File: config.mk
export PLATFORM = sky130hd
export DESIGN_NAME = hdq_master
export DESIGN_NICKNAME = d
export VERILOG_FILES = /design/src/rtl/hdq_pkg.sv /design/src/rtl/hdq_sync.sv /design/src/rtl/hdq_prescaler.sv /design/src/rtl/hdq_line_engine.sv /design/src/rtl/hdq_master.sv
export SDC_FILE = /design/constraint.sdc
export NUM_CORES = 1
export LEC_CHECK = 0
export BUFFER_PORTS_ARGS = -buffer_cell sky130_fd_sc_hd__buf_2
export CAP_MARGIN = 20
export CELL_PAD_IN_SITES_DETAIL_PLACEMENT = 1
export CELL_PAD_IN_SITES_GLOBAL_PLACEMENT = 2
export CORE_AREA = 2 2 140 87
export CTS_CLUSTER_SIZE = 16
export DETAILED_ROUTE_END_ITERATION = 10
export DIE_AREA = 0 0 142 89
export PLACE_DENSITY = 0.92
export SYNTH_ARGS = -nofsm -noshare
export SYNTH_HDL_FRONTEND = slang
export SYNTH_SLANG_ARGS = --single-unit
File: constraint.sdc
create_clock -name clk -period 5 [get_ports clk]
set_input_delay 0.5 -clock clk [delete_from_list [all_inputs] [get_ports clk]]
set_output_delay 0.5 -clock clk [all_outputs]
set_load 0.02 [all_outputs]
File: src/rtl/hdq_pkg.sv
package hdq_pkg;
    localparam logic [4:0] A_REV  = 5'h00;
    localparam logic [4:0] A_TXD  = 5'h04;
    localparam logic [4:0] A_RXD  = 5'h08;
    localparam logic [4:0] A_CTRL = 5'h0C;
    localparam logic [4:0] A_ISR  = 5'h10;
    localparam logic [4:0] A_SYSC = 5'h14;
    localparam logic [4:0] A_SYSS = 5'h18;

    localparam int C_IE   = 6;
    localparam int C_GO   = 4;
    localparam int C_INIT = 2;
    localparam int C_DIR  = 1;
    localparam logic [7:0] CTRL_MASK = 8'h77;

    localparam int F_TX = 2;
    localparam int F_RX = 1;
    localparam int F_TO = 0;

    typedef enum logic [1:0] {OP_TX, OP_RX, OP_BRK} op_e;

    typedef enum logic [2:0] {
        E_IDLE, E_TX_LOW, E_TX_HIGH, E_BRK_LOW, E_BRK_REC,
        E_RX_WAIT, E_RX_LOW, E_RX_REL
    } eng_st_e;
endpackage

File: src/rtl/hdq_sync.sv
module hdq_sync #(
    parameter int STAGES = 2
) (
    input  logic clk,
    input  logic rst_n,
    input  logic din,
    output logic dout
);
    logic [STAGES-1:0] sr_q;
    logic [STAGES-1:0] sr_d;

    genvar g;
    generate
        for (g = 0; g < STAGES; g++) begin : g_stage
            if (g == 0) begin : g_first
                assign sr_d[g] = din;
            end else begin : g_next
                assign sr_d[g] = sr_q[g-1];
            end
        end
    endgenerate

    always_ff @(posedge clk or negedge rst_n) begin
        if (!rst_n) sr_q <= '1;
        else        sr_q <= sr_d;
    end

    assign dout = sr_q[STAGES-1];
endmodule

File: src/rtl/hdq_prescaler.sv
module hdq_prescaler #(
    parameter int DIV = 32
) (
    input  logic clk,
    input  logic rst_n,
    input  logic clear,
    output logic tick
);
    localparam int W = (DIV > 1) ? $clog2(DIV) : 1;

    logic [W-1:0] cnt_d, cnt_q;

    assign tick = (cnt_q == W'(DIV - 1));

    always_comb begin
        if (clear || tick) cnt_d = '0;
        else               cnt_d = cnt_q + W'(1);
    end

    always_ff @(posedge clk or negedge rst_n) begin
        if (!rst_n) cnt_q <= '0;
        else        cnt_q <= cnt_d;
    end
endmodule

File: src/rtl/hdq_line_engine.sv
module hdq_line_engine
    import hdq_pkg::*;
#(
    parameter int ONE_LOW   = 32,
    parameter int ZERO_LOW  = 100,
    parameter int CELL      = 190,
    parameter int BRK_LOW   = 200,
    parameter int BRK_REC   = 50,
    parameter int RX_WAIT   = 400,
    parameter int RX_SAMPLE = 65
) (
    input  logic       clk,
    input  logic       rst_n,
    input  logic       abort,
    input  logic       tick,
    input  logic       start,
    input  op_e        op,
    input  logic [7:0] tx_byte,
    input  logic       line_s,
    output logic       drive_low,
    output logic       busy,
    output logic [2:0] done_flags,
    output logic [7:0] rx_byte
);
    localparam int M1   = (CELL > BRK_LOW) ? CELL : BRK_LOW;
    localparam int M2   = (RX_WAIT > BRK_REC) ? RX_WAIT : BRK_REC;
    localparam int M3   = (RX_SAMPLE > ZERO_LOW) ? RX_SAMPLE : ZERO_LOW;
    localparam int M12  = (M1 > M2) ? M1 : M2;
    localparam int MAXT = (M12 > M3) ? M12 : M3;
    localparam int TW   = $clog2(MAXT + 1);

    typedef struct packed {
        eng_st_e       st;
        logic [TW-1:0] tcnt;
        logic [2:0]    bidx;
        logic [7:0]    shr;
        logic [7:0]    rxb;
        logic          drv;
        logic [2:0]    done;
    } eng_t;

    eng_t q, d;
    logic [TW-1:0] tn;

    assign tn = q.tcnt + TW'(1);

    always_comb begin
        d      = q;
        d.done = '0;
        case (q.st)
            E_IDLE: begin
                d.drv = 1'b0;
                if (start) begin
                    d.tcnt = '0;
                    d.bidx = '0;
                    case (op)
                        OP_TX: begin
                            d.shr = tx_byte;
                            d.st  = E_TX_LOW;
                            d.drv = 1'b1;
                        end
                        OP_BRK: begin
                            d.st  = E_BRK_LOW;
                            d.drv = 1'b1;
                        end
                        default: d.st = E_RX_WAIT;
                    endcase
                end
            end
            E_TX_LOW: if (tick) begin
                d.tcnt = tn;
                if (tn == (q.shr[0] ? TW'(ONE_LOW) : TW'(ZERO_LOW))) begin
                    d.st  = E_TX_HIGH;
                    d.drv = 1'b0;
                end
            end
            E_TX_HIGH: if (tick) begin
                d.tcnt = tn;
                if (tn == TW'(CELL)) begin
                    if (q.bidx == 3'd7) begin
                        d.st         = E_IDLE;
                        d.done[F_TX] = 1'b1;
                    end else begin
                        d.bidx = q.bidx + 3'd1;
                        d.shr  = {1'b0, q.shr[7:1]};
                        d.tcnt = '0;
                        d.st   = E_TX_LOW;
                        d.drv  = 1'b1;
                    end
                end
            end
            E_BRK_LOW: if (tick) begin
                d.tcnt = tn;
                if (tn == TW'(BRK_LOW)) begin
                    d.st   = E_BRK_REC;
                    d.drv  = 1'b0;
                    d.tcnt = '0;
                end
            end
            E_BRK_REC: if (tick) begin
                d.tcnt = tn;
                if (tn == TW'(BRK_REC)) begin
                    d.st         = E_IDLE;
                    d.done[F_TO] = 1'b1;
                end
            end
            E_RX_WAIT: begin
                if (!line_s) begin
                    d.st   = E_RX_LOW;
                    d.tcnt = '0;
                end else if (tick) begin
                    d.tcnt = tn;
                    if (tn == TW'(RX_WAIT)) begin
                        d.st         = E_IDLE;
                        d.done[F_TO] = 1'b1;
                    end
                end
            end
            E_RX_LOW: if (tick) begin
                d.tcnt = tn;
                if (tn == TW'(RX_SAMPLE)) begin
                    d.shr  = {line_s, q.shr[7:1]};
                    d.st   = E_RX_REL;
                    d.tcnt = '0;
                end
            end
            E_RX_REL: begin
                if (line_s) begin
                    if (q.bidx == 3'd7) begin
                        d.st         = E_IDLE;
                        d.rxb        = q.shr;
                        d.done[F_RX] = 1'b1;
                    end else begin
                        d.bidx = q.bidx + 3'd1;
                        d.tcnt = '0;
                        d.st   = E_RX_WAIT;
                    end
                end else if (tick) begin
                    d.tcnt = tn;
                    if (tn == TW'(RX_WAIT)) begin
                        d.st         = E_IDLE;
                        d.done[F_TO] = 1'b1;
                    end
                end
            end
            default: d.st = E_IDLE;
        endcase
        if (abort) begin
            d.st   = E_IDLE;
            d.drv  = 1'b0;
            d.done = '0;
            d.tcnt = '0;
            d.bidx = '0;
        end
    end

    always_ff @(posedge clk or negedge rst_n) begin
        if (!rst_n) begin
            q      <= '0;
            q.st   <= E_IDLE;
        end else begin
            q <= d;
        end
    end

    assign drive_low  = q.drv;
    assign busy       = (q.st != E_IDLE);
    assign done_flags = q.done;
    assign rx_byte    = q.rxb;
endmodule

File: src/rtl/hdq_master.sv
module hdq_master
    import hdq_pkg::*;
#(
    parameter int         TICK_DIV    = 32,
    parameter int         ONE_LOW     = 32,
    parameter int         ZERO_LOW    = 100,
    parameter int         CELL        = 190,
    parameter int         BRK_LOW     = 200,
    parameter int         BRK_REC     = 50,
    parameter int         RX_WAIT     = 400,
    parameter int         RX_SAMPLE   = 65,
    parameter int         SRST_CYCLES = 8,
    parameter int         SYNC_STAGES = 2,
    parameter logic [3:0] REV_MAJOR   = 4'd1,
    parameter logic [3:0] REV_MINOR   = 4'd0
) (
    input  logic       clk,
    input  logic       rst_n,
    input  logic [4:0] bus_addr,
    input  logic       bus_wr,
    input  logic       bus_rd,
    input  logic [7:0] bus_wdata,
    output logic [7:0] bus_rdata,
    output logic       irq,
    output logic       line_pull_low,
    input  logic       line_in
);
    localparam int SW = $clog2(SRST_CYCLES + 1);

    typedef struct packed {
        logic [7:0]    ctrl;
        logic [7:0]    txd;
        logic [7:0]    rxd;
        logic [2:0]    flags;
        logic          aidle;
        logic [SW-1:0] srst;
    } regs_t;

    regs_t q, d;

    logic       tick, line_s, eng_busy, eng_start, soft_rst, srst_done;
    logic [2:0] eng_done;
    logic [7:0] eng_rx, rdata;
    op_e        eng_op;
    logic [7:0] chk_ctrl;
    logic [2:0] chk_flags;

    assign srst_done = (q.srst == '0);
    assign soft_rst  = srst_done && bus_wr && (bus_addr == A_SYSC) && bus_wdata[1];
    assign eng_start = srst_done && bus_wr && (bus_addr == A_CTRL) &&
                       bus_wdata[C_GO] && !eng_busy;
    assign eng_op    = bus_wdata[C_INIT] ? OP_BRK :
                       (bus_wdata[C_DIR] ? OP_RX : OP_TX);

    hdq_sync #(.STAGES(SYNC_STAGES)) u_sync (
        .clk(clk), .rst_n(rst_n), .din(line_in), .dout(line_s)
    );

    hdq_prescaler #(.DIV(TICK_DIV)) u_pre (
        .clk(clk), .rst_n(rst_n), .clear(eng_start), .tick(tick)
    );

    hdq_line_engine #(
        .ONE_LOW(ONE_LOW), .ZERO_LOW(ZERO_LOW), .CELL(CELL),
        .BRK_LOW(BRK_LOW), .BRK_REC(BRK_REC),
        .RX_WAIT(RX_WAIT), .RX_SAMPLE(RX_SAMPLE)
    ) u_eng (
        .clk(clk), .rst_n(rst_n), .abort(soft_rst), .tick(tick),
        .start(eng_start), .op(eng_op), .tx_byte(q.txd), .line_s(line_s),
        .drive_low(line_pull_low), .busy(eng_busy),
        .done_flags(eng_done), .rx_byte(eng_rx)
    );

    always_comb begin
        d = q;
        if (!srst_done) begin
            d.srst = q.srst - SW'(1);
        end else begin
            if (bus_rd && (bus_addr == A_ISR) && q.ctrl[C_IE]) d.flags = '0;
            d.flags = d.flags | eng_done;
            if ((|eng_done) && q.ctrl[C_IE]) begin
                d.ctrl[C_GO]   = 1'b0;
                d.ctrl[C_INIT] = 1'b0;
            end
            if (eng_done[F_RX]) d.rxd = eng_rx;
            if (bus_wr) begin
                case (bus_addr)
                    A_TXD:   d.txd = bus_wdata;
                    A_CTRL:  if (!eng_busy) d.ctrl = bus_wdata & CTRL_MASK;
                    A_SYSC:  d.aidle = bus_wdata[0];
                    default: ;
                endcase
            end
            if (soft_rst) begin
                d      = '0;
                d.srst = SW'(SRST_CYCLES);
            end
        end
    end

    always_ff @(posedge clk or negedge rst_n) begin
        if (!rst_n) begin
            q      <= '0;
            q.srst <= SW'(SRST_CYCLES);
        end else begin
            q <= d;
        end
    end

    always_comb begin
        case (bus_addr)
            A_REV:   rdata = {REV_MAJOR, REV_MINOR};
            A_TXD:   rdata = q.txd;
            A_RXD:   rdata = q.rxd;
            A_CTRL:  rdata = q.ctrl;
            A_ISR:   rdata = {5'b0, q.flags};
            A_SYSC:  rdata = {7'b0, q.aidle};
            A_SYSS:  rdata = {7'b0, srst_done};
            default: rdata = 8'h00;
        endcase
    end

    assign bus_rdata = bus_rd ? rdata : 8'h00;
    assign irq       = q.ctrl[C_IE] && (|q.flags);
    assign chk_ctrl  = q.ctrl;
    assign chk_flags = q.flags;
endmodule

==> impl_metrics.ini <==
[status]
status = finished clean

[drt]
vias = 4149
first_pass_iters = 5
drcViolationCount = 0
vias_per_cell = 6.16
drt_wl_total_mm = 14.5
antenna_left = 0
routedWlPerCell_um = 21.6
drtIter0Drc = 405

[timing]
hold_viol = 0
tightest_slew_ns = 0.932
rsz0062_at_grt = no
max_freq_ghz = 0.277
hold_ws_ns = 0.258
slew_headroom = 0.378
fin_crit_ns = 3.61
setup_viol = 0
timing.final.crit_share = 0.722
slew_viol_final = 0
finalClockSkew_ns = 0.00971
setup_tns_ns = 0

[cells_and_area]
syn2layout_area_growth_pct = 11.8
multi_input_area_mm2 = 0.00250
fillCellCount = 1308
instances_no_fill = 674
final_layout_size_suffix_gt1_frac = 0.166
seqCellArea_mm2 = 0.00181
nNetsFinal = 551
antenna_cells = 0
fin_area_mm2 = 0.00500

[placement]
place_area_mm2 = 0.00471
gp_congestion = 0.902
placed_cells = 657
io_buffers = 27
dp_hpwl_mm = 10.7

[clock_tree]
cts_buffers = 9
holdBufCountCts = 0
cts_sinks = 72
cts_max_path_buffers = 2
htree_levels = 3
clkTransAtPathRegs_ns = 0.06
clk_root_buffer_cell = clkbuf_16
cts_tree = built
clk_latency_ns = 0.34
cts_setup_buffers = 0
postCtsResizedCells = 0

[worst_hold_path]
hp-start = line_in
hold-path-cell-count = 1
hp-class = in -> reg
hold_end = u_sync.sr_q[0]

[flow_run]
cap_violations = 0

[floorplanning]
die_area_mm2 = 0.0126
num_rows = 30
ios = 28
start_util = 0.398
dieHeight_um = 89
fp.dieW_um = 142
coreArea_mm2 = 0.0112

[yosys]
yosys_warnings = 0
netlist_area_mm2 = 0.00447
synth_edf_count = 0
ys_types = 74
syn-num-nets = 535
ys_seq_elements = 72
synth_top_area_share = 0.386
avgSynthCellArea_um2 = 8.79
synth-main-ff-cell = dfrtp_1
synth_area_leaders = dfrtp_1 39%, nand2_1 5.5%, mux2_2 4.8%
synth_top_area_cell = dfrtp_1
synthCells = 509
synthArstFlopShare = 1.00
yosysSeqAreaShare = 0.404

[critical_path]
cp.required_ns = 5.22
endpoint_kind = flop
ff2ff_setup_slack_ns = 1.39
reg2reg_to = u_eng.q[26]
reg2reg_depth = 8
path_class = reg -> reg
slowest_stage = dfrtp_1
max_stage_delay_ns = 0.58
crit_fanout = 14
reg2reg_from = u_eng.q[23]
cp_cell_sequence = ha_1 -> and3_1 -> xnor2_1 -> a2111o_1 -> o31a_1 -> o31ai_4 -> nor3_1 -> a211o_1
cp_top_family = compound AO/OA/AOI/OAI gates
cp_num_buf_inv = 0
critPathLaunchType = flop
critPathArrivalTime_ns = 3.83

[pwr]
power.total_mw = 1.88
power.density_mw_per_mm2 = 376
vdd_drop_max_mv = 0.180
leakagePower_nw = 2.17

[global_route]
grt_pass1_wl_mm = 22.7
antenna_found_initial = 0
grt_max_degree = 73
grt_pass1_vias = 4033
gr-total-overflow = 0
grtUsageTotal = 0.237
-- how the worst max path moves through the flow --
stage | slack [ns] | cells past startpoint | from | to
after CTS | 1.45 | 8 | u_eng.q[23] | u_eng.q[26]
after detailed placement | 1.46 | 8 | u_eng.q[23] | u_eng.q[26]
after floorplan | 2.26 | 9 | u_eng.q[23] | u_eng.q[26]
after global placement | 1.60 | 8 | u_eng.q[23] | u_eng.q[26]
after global routing | 1.21 | 8 | u_eng.q[23] | u_eng.q[26]
final | 1.39 | 8 | u_eng.q[23] | u_eng.q[26]
-- routing by layer --
| layer | up-vias | GRT usage | part of all wire | routed length [um] |
|---|---|---|---|---|
| met5 | - | 0 | 0 | 0 |
| met4 | 0 | 0.0491 | 0.010 | 151 |
| met3 | 15 | 0.0562 | 0.076 | 1110 |
| met2 | 133 | 0.346 | 0.42 | 6140 |
| met1 | 2096 | 0.356 | 0.49 | 7130 |
| li1 | 1905 | - | - | - |
-- cells by family (layout without fill, tap and decap cells) --
family	after synthesis	in the layout	share of synthesized area
flip-flops	72	72	0.404
buffers and inverters	41	62	0.0392
multiplexers	23	23	0.0574
AND/OR/NAND/NOR	216	216	0.241
AO/OA/AOI/OAI	140	140	0.219
adder cells (fa/ha/maj)	8	8	0.0224
XOR/XNOR	9	9	0.0176
-- worst reg2reg max path, stage by stage (launching register included) --
cell and delay (ns):
dfrtp_1 0.58, ha_1 0.50, and3_1 0.35, xnor2_1 0.15, a2111o_1 0.53, o31a_1 0.51
o31ai_4 0.50, nor3_1 0.09, a211o_1 0.28
-- final cells by class --
cell class | count | area share
sequential | 72 | 0.361
clock inverter | 5 | 0.00776
timing repair buffer | 34 | 0.0383
inverter | 12 | 0.00901
multi-input combinational | 396 | 0.499
tap | 144 | 0.0360
clock buffer | 11 | 0.0485
-- report_power, final --
part,switching [mW],leakage (nW),internal [mW]
sequential,0.117,0.976,0.639
clock,0.263,0.137,0.353
combinational,0.334,1.05,0.175
-- metrics by stage --
step                 util  setup slack (ns)
finish              0.446              1.39
global route        0.446              1.21
CTS                 0.445              1.45
detailed placement  0.420              1.46
global placement    0.419              1.60
floorplan               -              2.26
-- cell usage in the layout (no fill, tap or decap), types with 13 or more instances in the layout --
cell type  netlist  routed
a21oi_1         26      26
a22o_1          13      13
buf_2            2      26
dfrtp_1         69      69
mux2_2          19      19
nand2_1         65      65
nand3_1         25      25
nor2_1          40      40
nor3_1          13      13
o21ai_0         28      28
-- synth_stat cells, types with 9 or more instances --
| cell type | count |
|---|---|
| a22o_1 | 13 |
| nor2_1 | 40 |
| nand2_1 | 65 |
| nand3_1 | 25 |
| clkbuf_1 | 21 |
| o21ai_0 | 28 |
| inv_1 | 11 |
| mux2_2 | 19 |
| a21oi_1 | 26 |
| nor3_1 | 13 |
| dfrtp_1 | 69 |
| nand4_1 | 9 |
-- flip-flops by register name, indices dropped and copies added (netlist names) --
register and count:
u_pre.cnt_q 5, u_eng.drive_low 1, u_eng.done_flags 3, u_sync.sr_q 2, q 21, chk_ctrl 6
chk_flags 3, u_eng.rx_byte 8, u_eng.q 23
Power figures use the tool's default switching activity.
